File: config.mk
export PLATFORM = sky130hd
export DESIGN_NAME = mbox_cnt_bank
export DESIGN_NICKNAME = d
export VERILOG_FILES = /design/src/rtl/mbc_pkg.sv /design/src/rtl/mbc_sync.sv /design/src/rtl/mbc_lane.sv /design/src/rtl/mbc_ctrl.sv /design/src/rtl/mbox_cnt_bank.sv
export SDC_FILE = /design/constraint.sdc
export NUM_CORES = 1
export LEC_CHECK = 0
export BUFFER_PORTS_ARGS = -buffer_cell sky130_fd_sc_hd__buf_4
export CORE_UTILIZATION = 34
export CTS_BUF_LIST = sky130_fd_sc_hd__clkbuf_8
export CTS_CLUSTER_SIZE = 20
export DETAILED_ROUTE_END_ITERATION = 8
export PLACE_DENSITY = 0.5
export SLEW_MARGIN = 15
export SYNTH_ARGS = -nofsm -noshare
export SYNTH_HDL_FRONTEND = slang
export SYNTH_SLANG_ARGS = --single-unit
File: constraint.sdc
create_clock -name clk -period 3 [get_ports clk]
set_input_delay 0.3 -clock clk [delete_from_list [all_inputs] [get_ports clk]]
set_output_delay 0.3 -clock clk [all_outputs]
set_load 0.02 [all_outputs]
File: src/rtl/mbc_pkg.sv
package mbc_pkg;
  localparam int CNT_W = 16;

  localparam logic [7:0] CMD_CLEAR     = 8'h00;
  localparam logic [7:0] CMD_RELAY_SET = 8'h01;
  localparam logic [7:0] CMD_RELAY_GET = 8'h02;
  localparam logic [7:0] CMD_CNT_EN    = 8'h28;
  localparam logic [7:0] CMD_CNT_LOAD  = 8'h29;
  localparam logic [7:0] CMD_OVF_IE    = 8'h2a;
  localparam logic [7:0] CMD_MAT_IE    = 8'h2b;
  localparam logic [7:0] CMD_EDGE      = 8'h2c;
  localparam logic [7:0] CMD_CNT_GET   = 8'h2f;
  localparam logic [7:0] CMD_RSTV_BASE = 8'h40;
  localparam logic [7:0] CMD_MATV_BASE = 8'h48;

  // edge detect on synchronised sample (cur) and its previous value (old)
  function automatic logic edge_hit(input logic cur, input logic old, input logic fall);
    return fall ? (old & ~cur) : (cur & ~old);
  endfunction

  function automatic logic [CNT_W-1:0] cnt_inc(input logic [CNT_W-1:0] c);
    return c + 1'b1;
  endfunction
endpackage

File: src/rtl/mbc_sync.sv
module mbc_sync #(
  parameter int W = 8
) (
  input  logic         clk,
  input  logic         rst_n,
  input  logic [W-1:0] din,
  input  logic [W-1:0] fall_sel,
  output logic [W-1:0] din_s,
  output logic [W-1:0] hit
);
  logic [W-1:0] s1, s2, s3;

  always_ff @(posedge clk or negedge rst_n) begin
    if (!rst_n) begin
      s1 <= '0;
      s2 <= '0;
      s3 <= '0;
    end else begin
      s1 <= din;
      s2 <= s1;
      s3 <= s2;
    end
  end

  assign din_s = s2;

  for (genvar i = 0; i < W; i++) begin : g_edge
    assign hit[i] = mbc_pkg::edge_hit(s2[i], s3[i], fall_sel[i]);
  end
endmodule

File: src/rtl/mbc_lane.sv
module mbc_lane
  import mbc_pkg::*;
(
  input  logic             clk,
  input  logic             rst_n,
  input  logic             en,
  input  logic             hit,
  input  logic             load,
  input  logic             rv_wr,
  input  logic             mv_wr,
  input  logic [CNT_W-1:0] wval,
  output logic [CNT_W-1:0] cnt,
  output logic             ovf,
  output logic             mat
);
  localparam logic [CNT_W-1:0] MATCH_INIT = {1'b1, {(CNT_W-1){1'b0}}};

  logic [CNT_W-1:0] rstv, matv, cnt_nx;
  logic             step;

  assign step   = en & hit;
  assign cnt_nx = cnt_inc(cnt);

  always_ff @(posedge clk or negedge rst_n) begin
    if (!rst_n) begin
      cnt  <= '0;
      rstv <= '0;
      matv <= MATCH_INIT;
      ovf  <= 1'b0;
      mat  <= 1'b0;
    end else begin
      if (rv_wr) rstv <= wval;
      if (mv_wr) matv <= wval;
      if (load) begin
        cnt <= rstv;
        ovf <= 1'b0;
        mat <= 1'b0;
      end else if (step) begin
        cnt <= cnt_nx;
        if (cnt == '1) ovf <= 1'b1;
        if (cnt_nx == matv) mat <= 1'b1;
      end
    end
  end
endmodule

File: src/rtl/mbc_ctrl.sv
module mbc_ctrl
  import mbc_pkg::*;
#(
  parameter int N        = 8,
  parameter int BUSY_CYC = 4
) (
  input  logic                   clk,
  input  logic                   rst_n,
  input  logic [1:0]             bus_addr,
  input  logic                   bus_wr,
  input  logic [7:0]             bus_wdata,
  input  logic [N-1:0]           din_s,
  input  logic [N-1:0][CNT_W-1:0] cnt_all,
  output logic [7:0]             bus_rdata,
  output logic [7:0]             relay_out,
  output logic [N-1:0]           en_mask,
  output logic [N-1:0]           fall_mask,
  output logic [N-1:0]           ovf_ie,
  output logic [N-1:0]           mat_ie,
  output logic [N-1:0]           load_mask,
  output logic [N-1:0]           rv_wr,
  output logic [N-1:0]           mv_wr,
  output logic [CNT_W-1:0]       wval,
  output logic                   accept,
  output logic                   busy,
  output logic                   exec_stb,
  output logic [7:0]             exec_cmd,
  output logic [7:0]             imb2
);
  localparam int IDX_W  = (N > 1) ? $clog2(N) : 1;
  localparam int WAIT_W = (BUSY_CYC > 1) ? $clog2(BUSY_CYC) : 1;

  logic [7:0]        omb_lo, omb_hi, cmd_q, op_lo, op_hi;
  logic [7:0]        imb0, imb1, imb3;
  logic [WAIT_W-1:0] wait_q;
  logic              busy_q;
  logic [IDX_W-1:0]  sel;

  assign busy     = busy_q;
  assign exec_stb = busy_q && (wait_q == '0);
  assign accept   = bus_wr && (bus_addr == 2'd2) && !busy_q;
  assign exec_cmd = cmd_q;
  assign wval     = {op_hi, op_lo};
  assign sel      = op_lo[IDX_W-1:0];
  assign load_mask = (exec_stb && cmd_q == CMD_CNT_LOAD) ? op_lo[N-1:0] : '0;

  for (genvar i = 0; i < N; i++) begin : g_wr
    assign rv_wr[i] = exec_stb && (cmd_q == (CMD_RSTV_BASE + 8'(i)));
    assign mv_wr[i] = exec_stb && (cmd_q == (CMD_MATV_BASE + 8'(i)));
  end

  always_comb begin
    case (bus_addr)
      2'd0:    bus_rdata = imb0;
      2'd1:    bus_rdata = imb1;
      2'd2:    bus_rdata = imb2;
      default: bus_rdata = imb3;
    endcase
  end

  always_ff @(posedge clk or negedge rst_n) begin
    if (!rst_n) begin
      omb_lo <= '0; omb_hi <= '0;
      cmd_q  <= '0; op_lo  <= '0; op_hi <= '0;
      wait_q <= '0; busy_q <= 1'b0;
      imb0 <= '0; imb1 <= '0; imb2 <= '0; imb3 <= '0;
      relay_out <= '0;
      en_mask <= '0; fall_mask <= '0; ovf_ie <= '0; mat_ie <= '0;
    end else begin
      if (bus_wr && bus_addr == 2'd0) omb_lo <= bus_wdata;
      if (bus_wr && bus_addr == 2'd1) omb_hi <= bus_wdata;

      if (accept) begin
        busy_q <= 1'b1;
        wait_q <= WAIT_W'(BUSY_CYC - 1);
        cmd_q  <= bus_wdata;
        op_lo  <= omb_lo;
        op_hi  <= omb_hi;
      end else if (exec_stb) begin
        busy_q <= 1'b0;
      end else if (busy_q) begin
        wait_q <= wait_q - 1'b1;
      end

      if (exec_stb) begin
        imb2 <= cmd_q;
        case (cmd_q)
          CMD_CLEAR:     imb3 <= 8'(din_s);
          CMD_RELAY_SET: relay_out <= op_lo;
          CMD_RELAY_GET: imb0 <= relay_out;
          CMD_CNT_EN:    en_mask <= op_lo[N-1:0];
          CMD_OVF_IE:    ovf_ie <= op_lo[N-1:0];
          CMD_MAT_IE:    mat_ie <= op_lo[N-1:0];
          CMD_EDGE:      fall_mask <= op_lo[N-1:0];
          CMD_CNT_GET: begin
            imb0 <= cnt_all[sel][7:0];
            imb1 <= cnt_all[sel][15:8];
          end
          default: ;
        endcase
      end
    end
  end
endmodule

File: src/rtl/mbox_cnt_bank.sv
module mbox_cnt_bank
  import mbc_pkg::*;
#(
  parameter int N_LANES  = 8,
  parameter int BUSY_CYC = 4
) (
  input  logic               clk,
  input  logic               rst_n,
  input  logic [1:0]         bus_addr,
  input  logic               bus_wr,
  input  logic [7:0]         bus_wdata,
  output logic [7:0]         bus_rdata,
  input  logic [N_LANES-1:0] din,
  output logic [7:0]         relay_out,
  output logic               irq
);
  logic [N_LANES-1:0]            din_s, hit, en_mask, fall_mask, ovf_ie, mat_ie;
  logic [N_LANES-1:0]            load_mask, rv_wr, mv_wr, ovf, mat;
  logic [N_LANES-1:0][CNT_W-1:0] cnt_all;
  logic [CNT_W-1:0]              wval;
  logic                          accept, busy, exec_stb;
  logic [7:0]                    exec_cmd, imb2;

  mbc_sync #(.W(N_LANES)) u_sync (
    .clk(clk), .rst_n(rst_n), .din(din), .fall_sel(fall_mask),
    .din_s(din_s), .hit(hit)
  );

  mbc_ctrl #(.N(N_LANES), .BUSY_CYC(BUSY_CYC)) u_ctrl (
    .clk(clk), .rst_n(rst_n), .bus_addr(bus_addr), .bus_wr(bus_wr),
    .bus_wdata(bus_wdata), .din_s(din_s), .cnt_all(cnt_all),
    .bus_rdata(bus_rdata), .relay_out(relay_out), .en_mask(en_mask),
    .fall_mask(fall_mask), .ovf_ie(ovf_ie), .mat_ie(mat_ie),
    .load_mask(load_mask), .rv_wr(rv_wr), .mv_wr(mv_wr), .wval(wval),
    .accept(accept), .busy(busy), .exec_stb(exec_stb),
    .exec_cmd(exec_cmd), .imb2(imb2)
  );

  for (genvar i = 0; i < N_LANES; i++) begin : g_lane
    mbc_lane u_lane (
      .clk(clk), .rst_n(rst_n), .en(en_mask[i]), .hit(hit[i]),
      .load(load_mask[i]), .rv_wr(rv_wr[i]), .mv_wr(mv_wr[i]),
      .wval(wval), .cnt(cnt_all[i]), .ovf(ovf[i]), .mat(mat[i])
    );
  end

  assign irq = |((ovf & ovf_ie) | (mat & mat_ie));
endmodule

==> results of run 1 <==
==> routing by layer <==
metal  vias up  routed length, microns  global-route usage, %
met4         0                    2350                   7.37
li1       8861                       -                      -
met3       128                    4480                   2.94
met2       574                   37900                   31.9
met5         -                       0                      0
met1     10184                   40600                   31.0
==> synth_stat cells (all sizes together) (7+ instances only) <==
cell type,count
and3,22
dfrtp,531
buf,36
xnor2,180
o21ai,57
nor3b,10
or2,7
nor2,244
nor2b,9
a31oi,17
mux4,40
nor3,38
mux2i,35
xor2,99
nand3b,12
nand2,132
nand3,60
and4,19
mux2,348
a2111oi,7
a21oi,156
nor4,19
nand4,51
inv,26
clkbuf,129
nand2b,17
o221ai,7
ha,9
dfstp,8
and2,13
o31ai,7
==> where the power goes <==
group	leakage [nW]	switching [mW]	internal, mW
Sequential	7.32	1.26	7.93
Clock	1.19	3.23	4.19
Combinational	5.74	2.37	1.51
==> tightest hold or removal path, stage by stage <==
cell	delay (ns)
buf_4	0.13
nand2_1	0.09
nor3_2	0.08
nand2b_1	0.16
==> metrics by stage <==
| step | instance area (sq um) | hold WS [ns] |
|---|---|---|
| 2_1_floorplan | 27400 | 0.00441 |
| 3_3_place_gp | 29100 | 0.335 |
| 3_5_place_dp | 29100 | 0.335 |
| 4_1_cts | 31400 | 0.0858 |
| 5_1_grt | 31400 | 0.121 |
| 6_report | 31400 | 0.128 |
==> how the worst min path moves through the flow <==
stage,start,to,slack [ns]
floorplan,rst_n,g_lane[0].u_lane.cnt[0],0.004
global placement,u_sync.s1[6],u_sync.din_s[6],0.33
detailed placement,u_sync.s1[6],u_sync.din_s[6],0.33
CTS,bus_wr,u_ctrl.busy,0.09
global route,bus_wr,u_ctrl.busy,0.12
finish,bus_wr,u_ctrl.busy,0.13
==> area by class of cell <==
cell class                 instances  area share [%]
inverter                          26           0.311
clock buffer                     125            5.48
antenna                            3          0.0239
multi-input combinational       1717            41.7
sequential                       539            43.0
clock inverter                    54            1.24
tap                             1050            4.18
timing repair buffer             148            4.02
==> cell families after synthesis <==
group | count (synthesis) | synth area share, %
AND/OR/NAND/NOR | 680 | 12.4
flip-flops | 539 | 49.3
multiplexers | 423 | 18.9
AO/OA/AOI/OAI | 325 | 7.23
XOR/XNOR | 279 | 8.93
buffers and inverters | 191 | 2.78
adder cells (fa/ha/maj) | 10 | 0.448
==> timing repair <==
action | in CTS | in global routing
hold buffers | 17 | 0
endpoints found under the setup margin | 0 | 1
resized for setup | 0 | 1
hold endpoints to repair | 94 | 0
==> impl_metrics.py, run 1 <==
metrics = {
    "worst_setup_path": {
        "crit_end": "g_lane[1].u_lane.mat",
        "arrival_ns": 3.39,
        "critical_path_class": "reg2reg",
        "cp_max_fo": 8,
        "crit_slowest_cell": "dfrtp_1",
        "end_kind": "flip-flop",
        "crit_cells": 7,
        "required_ns": 3.62,
        "critPathBufInv": 0,
        "r2r_end": "g_lane[1].u_lane.mat",
        "path_cells": "ha_1 -> nand4_1 -> nor3_1 -> xnor2_1 -> a2111oi_1 -> nor4bb_1 -> a32o_1",
        "crit_family": "simple AND/OR/NAND/NOR gates",
        "max_stage_delay_ns": 0.51,
        "crit-reg2reg-launch": "g_lane[1].u_lane.cnt[1]",
        "startpoint": "g_lane[1].u_lane.cnt[1]",
        "ff2ff_setup_slack_ns": 0.23,
        "start_kind": "flip-flop",
        "ff2ff_path_depth": 7,
    },
    "routing": {
        "drt-pass1-iter-count": 6,
        "ant_nets": 0,
        "wl_per_cell_microns": 23.3,
        "wirelength_microns": 85400,
        "drc": 0,
        "vias": 19747,
        "drt_iter0_drc": 1611,
        "avgViaCountPerCell": 5.39,
    },
    "die": {
        "rows": 103,
        "start_util_pct": 34.5,
        "core-area_sq_um": 79300,
        "die_area_sq_um": 81600,
        "ios": 38,
        "die_x_microns": 286,
        "die_y_microns": 286,
    },
    "finish": {
        "layout_common_cells": "dfrtp_1, mux2_2, nor2_1",
        "drive_gt1_share_pct": 27.5,
        "stdcell_count": 3662,
        "syn_to_final_growth_pct": 14.8,
        "fill_cells": 7656,
        "sequential_cell_area_sq_um": 13500,
        "fin_util_pct": 39.6,
        "multiInputGateArea_sq_um": 13100,
        "top_regs": "g_lane.u_lane.cnt (128), g_lane.u_lane.matv (128), g_lane.u_lane.rstv (128)",
        "fin_nets": 2558,
        "final_common_cell": "dfrtp_1",
    },
    "timing": {
        "hold_viol": 0,
        "min_period_over_period_pct": 92.4,
        "finalWorstSetupSlack_ns": 0.228,
        "slew-limit-headroom_pct": 18.2,
        "setup_violations": 0,
        "skew_ns": 0.0343,
        "rsz0062_at_grt": "no",
        "period_needed_ns": 2.77,
        "max_slew.worst_pin.slew_ns": 1.23,
        "fin_setup_tns_ns": 0,
        "slew_violations": 0,
        "fmax_ghz": 0.361,
    },
    "logic_synthesis": {
        "synth_top_cell_by_area": "dfrtp_1",
        "seq_area_frac_synth_pct": 49.3,
        "syn_inst": 2447,
        "synth_top_cells_by_area": "dfrtp_1, mux2_2, xnor2_1",
        "synth_ff_type": "dfrtp_1",
        "synth_top_area_share_pct": 48.6,
        "synth.ff_latch_count": 539,
        "synth-edff-count": 0,
        "syn-cell-area_sq_um": 27400,
        "postSynth.asyncResetShare_pct": 100,
        "synthDistinctLibCells": 77,
        "avgSynthCellArea_sq_um": 11.2,
        "syn_nets": 2477,
        "yosysWarningCount": 0,
    },
    "cts": {
        "cts_root_buffer": "clkbuf_8",
        "cts_buffer_depth": 3,
        "cts_tree": "done",
        "clock_sinks": 539,
        "numCtsBuffers": 96,
        "clkSlewWorstSetupHoldPaths_ns": 0.06,
        "h-tree-depth": 3,
        "worstSkewPairLatency_ns": 0.70,
        "postCtsSetupRepairBufs": 0,
    },
    "run": {
        "maxCapViolations": 0,
    },
    "status": {
        "status": "complete, no violations",
    },
    "placement": {
        "placedCellCount": 3463,
        "dp_slack_ns": 0.206,
        "gp_congestion": 0.876,
        "io_buffers": 37,
        "dp_hpwl_microns": 58400,
    },
    "power": {
        "p_leak_nw": 14.3,
        "powerDensity_nw_per_um2": 652,
        "p_total_mw": 20.5,
        "vdd_drop_max_uv": 591,
    },
    "min_path": {
        "worstHoldPathType": "in2reg",
        "min_delay_path_depth": 4,
    },
    "global_route": {
        "grt_overflow_total": 0,
        "antenna_found_initial": 7,
        "grt_max_degree": 76,
        "grt_pass1_wl_microns": 131000,
        "grt_pass1_vias": 20014,
        "track_usage_pct": 21.2,
    },
}
No activity file was read; power rests on OpenSTA's default activity.
==> run 2, diff against run 1 <==
--- a/config.mk
+++ b/config.mk
@@ -11,6 +11,7 @@
 export CTS_CLUSTER_SIZE = 20
 export DETAILED_ROUTE_END_ITERATION = 8
 export PLACE_DENSITY = 0.5
+export SETUP_SLACK_MARGIN = 0.15
 export SLEW_MARGIN = 15
 export SYNTH_ARGS = -nofsm -noshare
 export SYNTH_HDL_FRONTEND = slang
==> constraint.sdc (replaced) <==
create_clock -name clk -period 3 [get_ports clk]
set_input_delay 0.3 -clock clk [delete_from_list [all_inputs] [get_ports clk]]
set_output_delay 0.3 -clock clk [all_outputs]
set_load 0.1 [all_outputs]
==> impl_metrics.py, run 2 (synthesized netlist as in run 1, its figures left out) <==
metrics = {
    "status": {
        "status": "complete, no violations",
    },
    "cts": {
        "cts_tree": "done",
        "cts_buffer_depth": 3,
        "clkSlewWorstSetupHoldPaths_ns": 0.06,
        "clock_sinks": 539,
        "h-tree-depth": 3,
        "cts_root_buffer": "clkbuf_8",
        "postCtsSetupRepairBufs": 0,
        "numCtsBuffers": 96,
        "worstSkewPairLatency_ns": 0.70,
    },
    "run": {
        "maxCapViolations": 0,
    },
    "timing": {
        "slew-limit-headroom_pct": 18.2,
        "rsz0062_at_grt": "no",
        "setup_violations": 0,
        "max_slew.worst_pin.slew_ns": 1.23,
        "fmax_ghz": 0.365,
        "whs_ns": 0.128,
        "period_needed_ns": 2.74,
        "slew_violations": 0,
        "skew_ns": 0.0343,
        "hold_viol": 0,
        "min_period_over_period_pct": 91.2,
        "fin_setup_tns_ns": 0,
    },
    "min_path": {
        "worstHoldPathType": "in2reg",
        "worstHoldStart": "bus_wr",
        "hold_end": "u_ctrl.busy",
        "min_delay_path_depth": 4,
    },
    "worst_setup_path": {
        "end_kind": "primary output",
        "max_stage_delay_ns": 0.43,
        "crit_family": "compound AO/OA/AOI/OAI gates",
        "ff2ff_setup_slack_ns": 0.30,
        "critPathBufInv": 1,
        "critical_path_class": "reg2out",
        "r2r_end": "g_lane[1].u_lane.mat",
        "arrival_ns": 2.44,
        "start_kind": "flip-flop",
        "path_cells": "a22o_1 -> a221oi_1 -> nand4_1 -> buf_4",
        "crit_slowest_cell": "dfrtp_1",
        "ff2ff_path_depth": 7,
        "crit-reg2reg-launch": "g_lane[1].u_lane.cnt[1]",
        "cp_max_fo": 2,
        "required_ns": 2.70,
    },
    "finish": {
        "top_regs": "g_lane.u_lane.cnt (128), g_lane.u_lane.matv (128), g_lane.u_lane.rstv (128)",
        "layout_common_cells": "dfrtp_1, mux2_2, nor2_1",
        "fin_util_pct": 39.6,
        "fin_nets": 2558,
        "final_common_cell": "dfrtp_1",
        "drive_gt1_share_pct": 27.5,
        "syn_to_final_growth_pct": 14.8,
    },
    "die": {
        "die_area_sq_um": 81600,
        "die_y_microns": 286,
        "start_util_pct": 34.5,
        "die_x_microns": 286,
        "rows": 103,
        "core-area_sq_um": 79300,
        "ios": 38,
    },
    "placement": {
        "gp_congestion": 0.876,
        "dp_hpwl_microns": 58400,
        "io_buffers": 37,
    },
    "routing": {
        "ant_nets": 0,
        "drc": 0,
        "drt_iter0_drc": 1609,
        "avgViaCountPerCell": 5.39,
        "wirelength_microns": 85400,
        "vias": 19742,
        "wl_per_cell_microns": 23.3,
        "drt-pass1-iter-count": 6,
    },
    "global_route": {
        "antenna_found_initial": 7,
        "grt_pass1_wl_microns": 131000,
        "grt_pass1_vias": 20014,
        "grt_overflow_total": 0,
        "track_usage_pct": 21.2,
        "grt_max_degree": 76,
    },
    "power": {
        "powerDensity_nw_per_um2": 659,
        "p_leak_nw": 14.2,
        "vdd_drop_max_uv": 591,
    },
}
[run 2: per-layer routing]
metal  part of all wire [%]  global-route usage (%)  up-vias
li1                       -                       -     8861
met2                     44                    31.9      574
met3                    5.2                    2.94      128
met4                    2.8                    7.37        0
met5                      0                       0        -
met1                     48                    31.0    10179
[run 2: worst max path at each step]
| stage | to | depth (start not counted) | slack [ns] | start |
|---|---|---|---|---|
| CTS | g_lane[1].u_lane.mat | 7 | 0.19 | g_lane[1].u_lane.cnt[1] |
| floorplan | g_lane[7].u_lane.matv[10] | 7 | 0.62 | u_ctrl.wait_q[0] |
| detailed placement | g_lane[1].u_lane.mat | 7 | 0.21 | g_lane[1].u_lane.cnt[1] |
| global placement | g_lane[1].u_lane.mat | 7 | 0.35 | g_lane[1].u_lane.cnt[1] |
| finish | irq | 4 | 0.26 | g_lane[2].u_lane.mat |
| global route | g_lane[1].u_lane.mat | 7 | 0.16 | g_lane[1].u_lane.cnt[1] |
[run 2: area by class of cell]
class / instances / area (sq um)
clock inverters: 54 / 389
clock buffers: 125 / 1720
diodes: 3 / 7.51
flip-flops and latches: 539 / 13500
multi-input cells: 1717 / 13100
inverters: 26 / 97.6
repair buffers: 148 / 1260
well taps: 1050 / 1310
fillers: 7655 / 47800
[run 2: worst register-to-register path, delay by kind of cell, from the launching register on]
kind                       cells  cell delay, ns
xor gates and xnor gates       1            0.11
adders and majority gates      1            0.36
and+or+nand+nor                3            1.00
AOI/OAI and AO/OA              2            0.67
DFF                            1            0.52
[run 2: per-stage QoR]
step	total power, mW	cell area [sq um]	cells	setup slack, ns
after detailed placement	13.4	29100	3463	0.206
after global routing	21.6	31400	3660	0.157
after global placement	13.3	29100	3463	0.352
after CTS	20.9	31400	3659	0.190
after floorplan	11.0	27400	2447	0.624
final	20.7	31400	3662	0.264
[run 2: power by group]
part	total [mW]	internal (mW)	switching, mW
clock network	7.41	4.19	3.23
registers	9.19	7.93	1.26
logic	4.08	1.51	2.58
[run 2: repair_timing]
| item | CTS | global route |
|---|---|---|
| endpoints found under the setup margin | 0 | 1 |
| gates resized for setup | 0 | 2 |
| hold buffers | 17 | 0 |
| hold endpoints to repair | 94 | 0 |
==> run 3, diff against run 2 <==
--- a/config.mk
+++ b/config.mk
@@ -6,11 +6,13 @@
 export NUM_CORES = 1
 export LEC_CHECK = 0
 export BUFFER_PORTS_ARGS = -buffer_cell sky130_fd_sc_hd__buf_4
+export CELL_PAD_IN_SITES_DETAIL_PLACEMENT = 0
+export CELL_PAD_IN_SITES_GLOBAL_PLACEMENT = 1
 export CORE_UTILIZATION = 34
 export CTS_BUF_LIST = sky130_fd_sc_hd__clkbuf_8
 export CTS_CLUSTER_SIZE = 20
 export DETAILED_ROUTE_END_ITERATION = 8
-export PLACE_DENSITY = 0.5
+export PLACE_DENSITY_LB_ADDON = 0.1
 export SETUP_SLACK_MARGIN = 0.15
 export SLEW_MARGIN = 15
 export SYNTH_ARGS = -nofsm -noshare
==> impl_metrics.py, run 3 (synthesized netlist as in run 1, its figures left out) <==
metrics = {
    "timing": {
        "period_needed_ns": 2.76,
        "min_period_over_period_pct": 92.1,
        "slew_violations": 0,
        "fmax_ghz": 0.362,
        "skew_ns": 0.0245,
        "fin_setup_tns_ns": 0,
        "max_slew.worst_pin.slew_ns": 1.21,
        "finalWorstSetupSlack_ns": 0.237,
        "rsz0062_at_grt": "no",
        "slew-limit-headroom_pct": 19.3,
        "setup_violations": 0,
        "hold_viol": 0,
    },
    "min_path": {
        "min_delay_path_depth": 4,
        "worstHoldPathType": "in2reg",
        "hold_end": "u_ctrl.op_hi[1]",
        "worstHoldStart": "bus_wr",
    },
    "die": {
        "rows": 103,
        "die_x_microns": 286,
        "ios": 38,
        "core-area_sq_um": 79300,
        "die_y_microns": 286,
        "die_area_sq_um": 81600,
        "start_util_pct": 34.5,
    },
    "finish": {
        "final_common_cell": "dfrtp_1",
        "syn_to_final_growth_pct": 14.5,
        "fin_nets": 2559,
        "sequential_cell_area_sq_um": 13500,
        "multiInputGateArea_sq_um": 13100,
        "layout_common_cells": "dfrtp_1, mux2_2, nor2_1",
        "drive_gt1_share_pct": 27.1,
        "top_regs": "g_lane.u_lane.cnt (128), g_lane.u_lane.matv (128), g_lane.u_lane.rstv (128)",
        "fill_cells": 7797,
    },
    "worst_setup_path": {
        "required_ns": 3.63,
        "cp_max_fo": 8,
        "crit-reg2reg-launch": "g_lane[1].u_lane.cnt[0]",
        "ff2ff_path_depth": 7,
        "arrival_ns": 3.39,
        "ff2ff_setup_slack_ns": 0.24,
        "end_kind": "flip-flop",
        "start_kind": "flip-flop",
        "critical_path_class": "reg2reg",
        "r2r_end": "g_lane[1].u_lane.mat",
    },
    "global_route": {
        "grt_pass1_vias": 19695,
        "antenna_found_initial": 8,
        "grt_overflow_total": 0,
        "track_usage_pct": 21.3,
        "grt_max_degree": 75,
        "grt_pass1_wl_microns": 130000,
    },
    "placement": {
        "gp_congestion": 0.855,
        "dp_slack_ns": 0.0411,
        "io_buffers": 37,
        "dp_hpwl_microns": 59800,
    },
    "routing": {
        "ant_nets": 0,
        "wirelength_microns": 85900,
        "drt_iter0_drc": 1396,
        "avgViaCountPerCell": 5.24,
        "vias": 19206,
        "drt-pass1-iter-count": 5,
        "wl_per_cell_microns": 23.4,
        "drc": 0,
    },
    "cts": {
        "cts_buffer_depth": 3,
        "clock_sinks": 539,
        "clkSlewWorstSetupHoldPaths_ns": 0.06,
        "cts_root_buffer": "clkbuf_8",
        "h-tree-depth": 3,
        "numCtsBuffers": 100,
        "cts_tree": "done",
        "postCtsSetupRepairBufs": 0,
        "worstSkewPairLatency_ns": 0.69,
    },
    "power": {
        "vdd_drop_max_uv": 449,
        "powerDensity_nw_per_um2": 647,
        "p_total_mw": 20.3,
        "p_leak_nw": 14.2,
    },
    "run": {
        "maxCapViolations": 0,
    },
    "status": {
        "status": "complete, no violations",
    },
}
## run 3: layer usage
metal,global-route usage [%],vias to the layer above,share of wire (%)
met5,0,-,0
met4,6.67,0,2.6
met3,2.94,103,4.7
met2,30.3,432,42
met1,33.1,9795,51
li1,-,8876,-
## run 3: layout make-up
class,count,area share [%]
well taps,1050,4.19
inverters,26,0.311
repair buffers,145,3.95
diodes,3,0.0240
clock buffers,130,5.71
flip-flops and latches,539,43.1
multi-input cells,1717,41.9
clock inverters,55,0.822
## run 3: power breakdown
group          switching (mW)  internal (mW)  leakage [nW]
sequential               1.36           7.92          7.32
clock                    3.25           3.88          1.20
combinational            2.37           1.51          5.72
total                    6.97           13.3          14.2
## run 3: worst max-delay path by stage
| stage | start | slack, ns | end | cells after the start |
|---|---|---|---|---|
| 6_report | g_lane[1].u_lane.cnt[0] | 0.24 | g_lane[1].u_lane.mat | 7 |
| 5_1_grt | u_ctrl.wait_q[0] | 0.18 | g_lane[0].u_lane.mat | 11 |
| 4_1_cts | g_lane[1].u_lane.cnt[0] | 0.16 | g_lane[1].u_lane.mat | 7 |
| 3_5_place_dp | g_lane[1].u_lane.cnt[0] | 0.04 | g_lane[1].u_lane.mat | 7 |
| 3_3_place_gp | g_lane[1].u_lane.cnt[0] | -0.04 | g_lane[1].u_lane.mat | 7 |
| 2_1_floorplan | u_ctrl.wait_q[0] | 0.62 | g_lane[7].u_lane.matv[10] | 7 |
## run 3: what timing repair did
action                                  in CTS  in global routing
hold endpoints to repair                    91                  0
hold buffers                                17                  0
pin swaps                                    0                  0
endpoints found under the setup margin       2                152
resized for setup                            2                  3
## run 3: critical path: stages, from the launching register on
cell and delay, ns:
dfrtp_1 0.49, ha_2 0.34, nand4_1 0.29, nor3_1 0.30, xnor2_1 0.13, a2111oi_1 0.38
nor4bb_2 0.55, a32o_1 0.24
## run 3: metrics by stage
stage / instances / cell area [sq um] / hold slack, ns / utilization, %
after global routing: 3663 / 31300 / 0.111 / 39.5
after floorplan: 2447 / 27400 / 0.00441 / -
after global placement: 3460 / 29100 / 0.336 / 36.7
final: 3665 / 31300 / 0.134 / 39.5
after CTS: 3662 / 31300 / 0.0679 / 39.5
after detailed placement: 3460 / 29100 / 0.335 / 36.7
